--- src/rtl/lirq_pkg.sv ---
package lirq_pkg;
  localparam int ROUTE_W = 2;

  localparam logic [7:0] OFF_CTRL      = 8'h00;
  localparam logic [7:0] OFF_PRESC     = 8'h08;
  localparam logic [7:0] OFF_GPU_ROUTE = 8'h0C;
  localparam logic [7:0] OFF_PMU_SET   = 8'h10;
  localparam logic [7:0] OFF_PMU_CLR   = 8'h14;
  localparam logic [7:0] OFF_TCFG_BASE = 8'h40;
  localparam logic [7:0] OFF_MCFG_BASE = 8'h50;
  localparam logic [7:0] OFF_PEND_BASE = 8'h60;

  typedef enum logic [3:0] {
    SEL_NONE,
    SEL_CTRL,
    SEL_PRESC,
    SEL_GPU,
    SEL_PMU_SET,
    SEL_PMU_CLR,
    SEL_TCFG,
    SEL_MCFG,
    SEL_PEND
  } reg_sel_e;

  typedef struct packed {
    reg_sel_e             sel;
    logic [ROUTE_W-1:0]   core;
  } reg_dec_t;
endpackage

--- src/rtl/lirq_decode.sv ---
module lirq_decode
  import lirq_pkg::*;
#(
  parameter int ADDR_W = 8,
  parameter int NCORES = 4
) (
  input  logic [ADDR_W-1:0] addr,
  output reg_dec_t          dec
);
  logic [ADDR_W-1:0]  blk;
  logic [ROUTE_W-1:0] idx;
  logic               aligned;
  logic               idx_ok;

  always_comb begin
    blk     = {addr[ADDR_W-1:4], 4'h0};
    idx     = addr[3:2];
    aligned = (addr[1:0] == 2'b00);
    idx_ok  = (int'(idx) < NCORES);
    dec.sel  = SEL_NONE;
    dec.core = '0;
    if (aligned) begin
      if (addr == ADDR_W'(OFF_CTRL))           dec.sel = SEL_CTRL;
      else if (addr == ADDR_W'(OFF_PRESC))     dec.sel = SEL_PRESC;
      else if (addr == ADDR_W'(OFF_GPU_ROUTE)) dec.sel = SEL_GPU;
      else if (addr == ADDR_W'(OFF_PMU_SET))   dec.sel = SEL_PMU_SET;
      else if (addr == ADDR_W'(OFF_PMU_CLR))   dec.sel = SEL_PMU_CLR;
      else if (idx_ok && blk == ADDR_W'(OFF_TCFG_BASE)) begin
        dec.sel  = SEL_TCFG;
        dec.core = idx;
      end else if (idx_ok && blk == ADDR_W'(OFF_MCFG_BASE)) begin
        dec.sel  = SEL_MCFG;
        dec.core = idx;
      end else if (idx_ok && blk == ADDR_W'(OFF_PEND_BASE)) begin
        dec.sel  = SEL_PEND;
        dec.core = idx;
      end
    end
  end
endmodule

--- src/rtl/lirq_regs.sv ---
module lirq_regs
  import lirq_pkg::*;
#(
  parameter int DATA_W = 32,
  parameter int NCORES = 4,
  parameter int NTMR   = 4,
  parameter int NMBX   = 4
) (
  input  logic                                 clk,
  input  logic                                 rst_n,
  input  logic                                 we,
  input  reg_dec_t                             dec,
  input  logic [DATA_W-1:0]                    wdata,
  output logic [DATA_W-1:0]                    ctrl_q,
  output logic [DATA_W-1:0]                    presc_q,
  output logic [2*ROUTE_W-1:0]                 gpu_route_q,
  output logic [2*NCORES-1:0]                  pmu_en_q,
  output logic [NCORES-1:0][2*NTMR-1:0]        tcfg_q,
  output logic [NCORES-1:0][2*NMBX-1:0]        mcfg_q
);
  localparam int PMU_W = 2 * NCORES;

  always_ff @(posedge clk or negedge rst_n) begin
    if (!rst_n) begin
      ctrl_q      <= '0;
      presc_q     <= '0;
      gpu_route_q <= '0;
    end else if (we) begin
      if (dec.sel == SEL_CTRL)  ctrl_q      <= wdata;
      if (dec.sel == SEL_PRESC) presc_q     <= wdata;
      if (dec.sel == SEL_GPU)   gpu_route_q <= wdata[2*ROUTE_W-1:0];
    end
  end

  always_ff @(posedge clk or negedge rst_n) begin
    if (!rst_n) begin
      pmu_en_q <= '0;
    end else if (we && dec.sel == SEL_PMU_SET) begin
      pmu_en_q <= pmu_en_q | wdata[PMU_W-1:0];
    end else if (we && dec.sel == SEL_PMU_CLR) begin
      pmu_en_q <= pmu_en_q & ~wdata[PMU_W-1:0];
    end
  end

  for (genvar c = 0; c < NCORES; c++) begin : g_core_cfg
    logic hit_t, hit_m;
    assign hit_t = we && dec.sel == SEL_TCFG && dec.core == ROUTE_W'(c);
    assign hit_m = we && dec.sel == SEL_MCFG && dec.core == ROUTE_W'(c);

    always_ff @(posedge clk or negedge rst_n) begin
      if (!rst_n) begin
        tcfg_q[c] <= '0;
        mcfg_q[c] <= '0;
      end else begin
        if (hit_t) tcfg_q[c] <= wdata[2*NTMR-1:0];
        if (hit_m) mcfg_q[c] <= wdata[2*NMBX-1:0];
      end
    end
  end
endmodule

--- src/rtl/lirq_core_route.sv ---
module lirq_core_route
  import lirq_pkg::*;
#(
  parameter int NTMR    = 4,
  parameter int NMBX    = 4,
  parameter int NCORES  = 4,
  parameter int CORE_ID = 0,
  localparam int PEND_W = NTMR + NMBX + 4
) (
  input  logic [NTMR-1:0]      tmr_i,
  input  logic [NMBX-1:0]      mbx_i,
  input  logic                 gpu_i,
  input  logic                 pmu_i,
  input  logic [2*NTMR-1:0]    tcfg_i,
  input  logic [2*NMBX-1:0]    mcfg_i,
  input  logic [2*ROUTE_W-1:0] gpu_route_i,
  input  logic [2*NCORES-1:0]  pmu_en_i,
  output logic [PEND_W-1:0]    pend_o,
  output logic                 irq_o,
  output logic                 fiq_o
);
  logic gpu_irq_here, gpu_fiq_here;
  logic tmr_fiq, mbx_fiq, pmu_fiq;

  assign gpu_irq_here = gpu_i && (gpu_route_i[ROUTE_W-1:0] == ROUTE_W'(CORE_ID));
  assign gpu_fiq_here = gpu_i && (gpu_route_i[2*ROUTE_W-1:ROUTE_W] == ROUTE_W'(CORE_ID));

  assign pend_o = {2'b00,
                   pmu_i & pmu_en_i[CORE_ID],
                   gpu_irq_here,
                   mbx_i & mcfg_i[NMBX-1:0],
                   tmr_i & tcfg_i[NTMR-1:0]};

  assign tmr_fiq = |(tmr_i & tcfg_i[2*NTMR-1:NTMR]);
  assign mbx_fiq = |(mbx_i & mcfg_i[2*NMBX-1:NMBX]);
  assign pmu_fiq = pmu_i & pmu_en_i[NCORES+CORE_ID];

  assign irq_o = |pend_o;
  assign fiq_o = tmr_fiq | mbx_fiq | gpu_fiq_here | pmu_fiq;
endmodule

--- src/rtl/lirq_rdmux.sv ---
module lirq_rdmux
  import lirq_pkg::*;
#(
  parameter int DATA_W = 32,
  parameter int NCORES = 4,
  parameter int NTMR   = 4,
  parameter int NMBX   = 4,
  localparam int PEND_W = NTMR + NMBX + 4
) (
  input  reg_dec_t                          dec,
  input  logic [DATA_W-1:0]                 ctrl_i,
  input  logic [DATA_W-1:0]                 presc_i,
  input  logic [2*ROUTE_W-1:0]              gpu_route_i,
  input  logic [2*NCORES-1:0]               pmu_en_i,
  input  logic [NCORES-1:0][2*NTMR-1:0]     tcfg_i,
  input  logic [NCORES-1:0][2*NMBX-1:0]     mcfg_i,
  input  logic [NCORES-1:0][PEND_W-1:0]     pend_i,
  output logic [DATA_W-1:0]                 rdata
);
  always_comb begin
    rdata = '0;
    case (dec.sel)
      SEL_CTRL:    rdata = ctrl_i;
      SEL_PRESC:   rdata = presc_i;
      SEL_GPU:     rdata[2*ROUTE_W-1:0] = gpu_route_i;
      SEL_PMU_SET: rdata[2*NCORES-1:0] = pmu_en_i;
      SEL_TCFG:    rdata[2*NTMR-1:0] = tcfg_i[dec.core];
      SEL_MCFG:    rdata[2*NMBX-1:0] = mcfg_i[dec.core];
      SEL_PEND:    rdata[PEND_W-1:0] = pend_i[dec.core];
      default:     rdata = '0;
    endcase
  end
endmodule

--- src/rtl/core_irq_router.sv ---
module core_irq_router
  import lirq_pkg::*;
#(
  parameter int ADDR_W = 8,
  parameter int DATA_W = 32,
  parameter int NCORES = 4,
  parameter int NTMR   = 4,
  parameter int NMBX   = 4
) (
  input  logic                     clk,
  input  logic                     rst_n,
  input  logic [ADDR_W-1:0]        bus_addr,
  input  logic                     bus_we,
  input  logic [DATA_W-1:0]        bus_wdata,
  output logic [DATA_W-1:0]        bus_rdata,
  input  logic [NCORES*NTMR-1:0]   timer_irq_i,
  input  logic [NCORES*NMBX-1:0]   mbox_pend_i,
  input  logic                     gpu_irq_i,
  input  logic                     pmu_irq_i,
  output logic [NCORES-1:0]        core_irq_o,
  output logic [NCORES-1:0]        core_fiq_o
);
  localparam int PEND_W = NTMR + NMBX + 4;

  reg_dec_t                        dec;
  logic [DATA_W-1:0]               ctrl_q, presc_q;
  logic [2*ROUTE_W-1:0]            gpu_route_q;
  logic [2*NCORES-1:0]             pmu_en_q;
  logic [NCORES-1:0][2*NTMR-1:0]   tcfg_q;
  logic [NCORES-1:0][2*NMBX-1:0]   mcfg_q;
  logic [NCORES-1:0][PEND_W-1:0]   pend_w;

  lirq_decode #(.ADDR_W(ADDR_W), .NCORES(NCORES)) u_dec (
    .addr (bus_addr),
    .dec  (dec)
  );

  lirq_regs #(.DATA_W(DATA_W), .NCORES(NCORES), .NTMR(NTMR), .NMBX(NMBX)) u_regs (
    .clk         (clk),
    .rst_n       (rst_n),
    .we          (bus_we),
    .dec         (dec),
    .wdata       (bus_wdata),
    .ctrl_q      (ctrl_q),
    .presc_q     (presc_q),
    .gpu_route_q (gpu_route_q),
    .pmu_en_q    (pmu_en_q),
    .tcfg_q      (tcfg_q),
    .mcfg_q      (mcfg_q)
  );

  for (genvar c = 0; c < NCORES; c++) begin : g_route
    lirq_core_route #(
      .NTMR(NTMR), .NMBX(NMBX), .NCORES(NCORES), .CORE_ID(c)
    ) u_route (
      .tmr_i       (timer_irq_i[c*NTMR +: NTMR]),
      .mbx_i       (mbox_pend_i[c*NMBX +: NMBX]),
      .gpu_i       (gpu_irq_i),
      .pmu_i       (pmu_irq_i),
      .tcfg_i      (tcfg_q[c]),
      .mcfg_i      (mcfg_q[c]),
      .gpu_route_i (gpu_route_q),
      .pmu_en_i    (pmu_en_q),
      .pend_o      (pend_w[c]),
      .irq_o       (core_irq_o[c]),
      .fiq_o       (core_fiq_o[c])
    );
  end

  lirq_rdmux #(.DATA_W(DATA_W), .NCORES(NCORES), .NTMR(NTMR), .NMBX(NMBX)) u_rd (
    .dec         (dec),
    .ctrl_i      (ctrl_q),
    .presc_i     (presc_q),
    .gpu_route_i (gpu_route_q),
    .pmu_en_i    (pmu_en_q),
    .tcfg_i      (tcfg_q),
    .mcfg_i      (mcfg_q),
    .pend_i      (pend_w),
    .rdata       (bus_rdata)
  );
endmodule

--- config.mk ---
export PLATFORM = sky130hd
export DESIGN_NAME = core_irq_router
export DESIGN_NICKNAME = d
export VERILOG_FILES = /design/src/rtl/lirq_pkg.sv /design/src/rtl/lirq_decode.sv /design/src/rtl/lirq_regs.sv /design/src/rtl/lirq_core_route.sv /design/src/rtl/lirq_rdmux.sv /design/src/rtl/core_irq_router.sv
export SDC_FILE = /design/constraint.sdc
export NUM_CORES = 1
export LEC_CHECK = 0
export CAP_MARGIN = 0
export CELL_PAD_IN_SITES_DETAIL_PLACEMENT = 1
export CELL_PAD_IN_SITES_GLOBAL_PLACEMENT = 1
export CORE_ASPECT_RATIO = 0.5
export CORE_MARGIN = 4
export CORE_UTILIZATION = 30
export CTS_CLUSTER_SIZE = 40
export DETAILED_ROUTE_END_ITERATION = 16
export PLACE_DENSITY = 0.62
export SETUP_SLACK_MARGIN = 0.2
export SLEW_MARGIN = 20
export SYNTH_ARGS = -nofsm -noshare
export SYNTH_HDL_FRONTEND = slang
export SYNTH_SLANG_ARGS = --single-unit
--- constraint.sdc ---
create_clock -name clk -period 8.7 [get_ports clk]
set_input_delay 1.74 -clock clk [delete_from_list [all_inputs] [get_ports clk]]
set_output_delay 1.74 -clock clk [all_outputs]
set_load 0.05 [all_outputs]
==> results.yml <==
power:
  netSwitchingPower_uw: 423
  comb_power_share_pct: 12.0
  p_int_mw: 1.16
  p_leak_nw: 4.23
  power_density_mw_per_mm2: 167
  p_clk_share_pct: 43.4
  p_sw_share_pct: 26.7
  ir_drop_mv: 0.102
  seqPwrFrac_pct: 44.6
die:
  start_util_pct: 31.0
  io_pins: 117
  dieArea_mm2: 0.0279
  rows: 40
  die_w_um: 232
  die_h_um: 120
  fp.coreArea_mm2: 0.0243
setup_path:
  regToRegEndpoint: "u_regs.mcfg_q[9]"
  critPathKind: "in -> out"
  required_ps: 6960
  cp_max_fo: 14
  crit_start: "bus_addr[6]"
  cp-end-kind: "output port"
  worstSetupStartpointType: "input port"
  worst-r2r-cell-count: 1
  worst-r2r-setup-slack_ps: 7830
  r2r-start: "u_regs.mcfg_q[9]"
  arrival_ps: 5550
place:
  dp_hpwl_mm: 20.5
  place_ws_ps: 1430
  globalplace.congestion: 0.892
  portBuffers: 116
run_status:
  status: "completed"
synth:
  synth_nets: 737
  synth_top_area_share_pct: 46.5
  yosysSeqAreaShare_pct: 46.5
  synth-async-reset-ratio_pct: 100
  syn_area_per_cell_um2: 11.4
  synthCells: 660
  ys_ff_latch: 140
  netlist_top_cells_area: "dfrtp_1 (46%), mux2_2 (22%), mux2i_1 (5.3%)"
  yosysUniqueCellTypes: 59
  synth_warnings: 0
  synth-main-ff-cell: "dfrtp_1"
  synth_edf_count: 0
  yosys.area.top_type: "dfrtp_1"
  synth_area_mm2: 0.00753
global_routing:
  grt_pass1_wl_mm: 42.2
  grt-ovfl-total: 0
  first_global_vias: 6415
  antenna_found_initial: 4
  grt_max_degree: 82
  grt_usage_pct: 20.4
route:
  drtPass1Iterations: 5
  wl_per_cell_um: 25.3
  dr.first_iter.drc_count: 648
  drc: 0
  ant_nets: 0
  viasPerCell: 5.44
  routed-via-count: 5984
  wirelength_mm: 27.9
finish:
  syn_to_final_growth_pct: 26.4
  fill_cells: 2657
  fin_nets: 828
  drive_gt1_share_pct: 26.7
flow_run:
  cap_viol_max_count: 0
sta:
  worst_slack_ps: 1410
  period_minus_slack_ps: 7290
  slew_headroom_pct: 28.1
  tns_ps: 0
  finClkSkew_ps: 0
  setup_viol: 0
  drv_slew: 0
  tightest_slew_ps: 1080
  rsz0062_at_grt: "no"
  fmax_mhz: 137
  hold_viol: 0
  period_share_pct: 83.8
cts:
  cts_buffers: 17
  root_buffer: "clkbuf_16"
  post_cts_buffers: 0
  clk_path_buf_depth: 2
  cts_sinks: 140
  cts-htree-levels: 4
  insertion_delay_ps: 430
  cts_tree: "built"
  cts_resized: 0
  clk_pin_slew_ps: 60
  cts_hold_buffers: 0
worst_hold_path:
  hold_start: "u_regs.presc_q[8]"
  hold_path.class: "reg -> reg"
  min_to: "u_regs.presc_q[8]"
  min_path_cells: 1
-- synthesized netlist by cell type, drive strengths merged, types with 3 or more instances --
cell type,count
inv,12
a222oi,18
a22oi,11
a31oi,5
and2,4
nand2,39
nand4,5
or3b,3
buf,27
mux2,149
nand3,16
a22o,8
nor2b,5
nand2b,3
o221ai,4
nor2,49
o211ai,3
or3,5
a221oi,7
o21ai,15
o22ai,7
a21oi,6
mux2i,40
nor3,9
or4,5
dfrtp,140
nand3b,5
clkbuf,26
and3,7
-- placed cells by master, fill, tap and decap left out, types with 8 or more instances in the layout --
cell type        Yosys  final
mux2_2             147    147
dfrtp_1            140    140
clkdlybuf4s50_1      0    114
nor2_1              48     47
mux2i_1             40     40
nand2_1             39     39
a222oi_1            18     18
clkbuf_16            0     17
nand3_1             16     16
o21ai_0             15     15
inv_1               12     12
a22oi_1             11     11
buf_4                8     10
a22o_1               8      8
-- power by group through the flow --
stage / clock, mW / combinational (mW) / sequential [mW]
floorplan: 0 / 0.101 / 0.705
global placement: 0 / 0.189 / 0.717
detailed placement: 0 / 0.191 / 0.718
CTS: 0.706 / 0.192 / 0.706
global route: 0.737 / 0.205 / 0.710
finish: 0.689 / 0.191 / 0.707
-- critical path, stage by stage --
cell             delay [ps]
clkdlybuf4s50_1         610
or4b_1                  730
or3_1                   690
a222oi_1                430
nor2_1                   60
or4_1                   550
clkdlybuf4s50_1         720
-- registers in the layout (all words and copies together) (netlist names), named ones only --
name	cells
u_regs.presc_q	32
u_regs.gpu_route_q	4
u_regs.mcfg_q	32
u_regs.tcfg_q	32
u_regs.ctrl_q	32
-- layer usage --
layer  global-route usage [%]  part of all wire (%)
met1                     28.8                    47
met5                        0                 0.047
met3                     4.41                   5.9
met4                     5.33                   1.7
met2                     31.9                    46
-- through the flow --
step | instance area (um2) | hold WS (ps) | utilization, % | power, mW | instances
floorplan | 7530 | 458 | - | 0.806 | 660
global placement | 8950 | 467 | 36.8 | 0.905 | 1068
detailed placement | 8960 | 480 | 36.8 | 0.909 | 1068
CTS | 9520 | 494 | 39.1 | 1.60 | 1100
global route | 9520 | 516 | 39.1 | 1.65 | 1100
finish | 9520 | 491 | 39.1 | 1.59 | 1101
-- kinds of logic after synthesis --
| logic type | Yosys count | synth area share, % |
|---|---|---|
| AOI/OAI and AO/OA | 95 | 9.61 |
| xor gates and xnor gates | 2 | 0.233 |
| buffers and inverters | 65 | 3.85 |
| DFF | 140 | 46.5 |
| muxes | 190 | 27.9 |
| and+or+nand+nor | 168 | 11.9 |
-- worst max-delay path by stage --
| stage | end | slack (ps) | depth (start not counted) |
|---|---|---|---|
| global placement | bus_rdata[0] | 1490 | 7 |
| CTS | bus_rdata[0] | 1440 | 7 |
| finish | bus_rdata[0] | 1410 | 7 |
| detailed placement | bus_rdata[0] | 1430 | 7 |
| global route | bus_rdata[0] | 1280 | 7 |
| floorplan | bus_rdata[8] | 2420 | 5 |
-- final cells by class --
type | instances | area (um2) | share of cell area, %
Antenna cell | 1 | 2.50 | 0.0263
Clock buffer | 21 | 480 | 5.05
Clock inverter | 11 | 82.6 | 0.867
Inverter | 12 | 45.0 | 0.473
Multi-Input combinational cell | 455 | 3760 | 39.5
Sequential cell | 140 | 3500 | 36.8
Tap cell | 336 | 420 | 4.42
Timing Repair Buffer | 125 | 1230 | 12.9
Power figures use the tool's default switching activity.
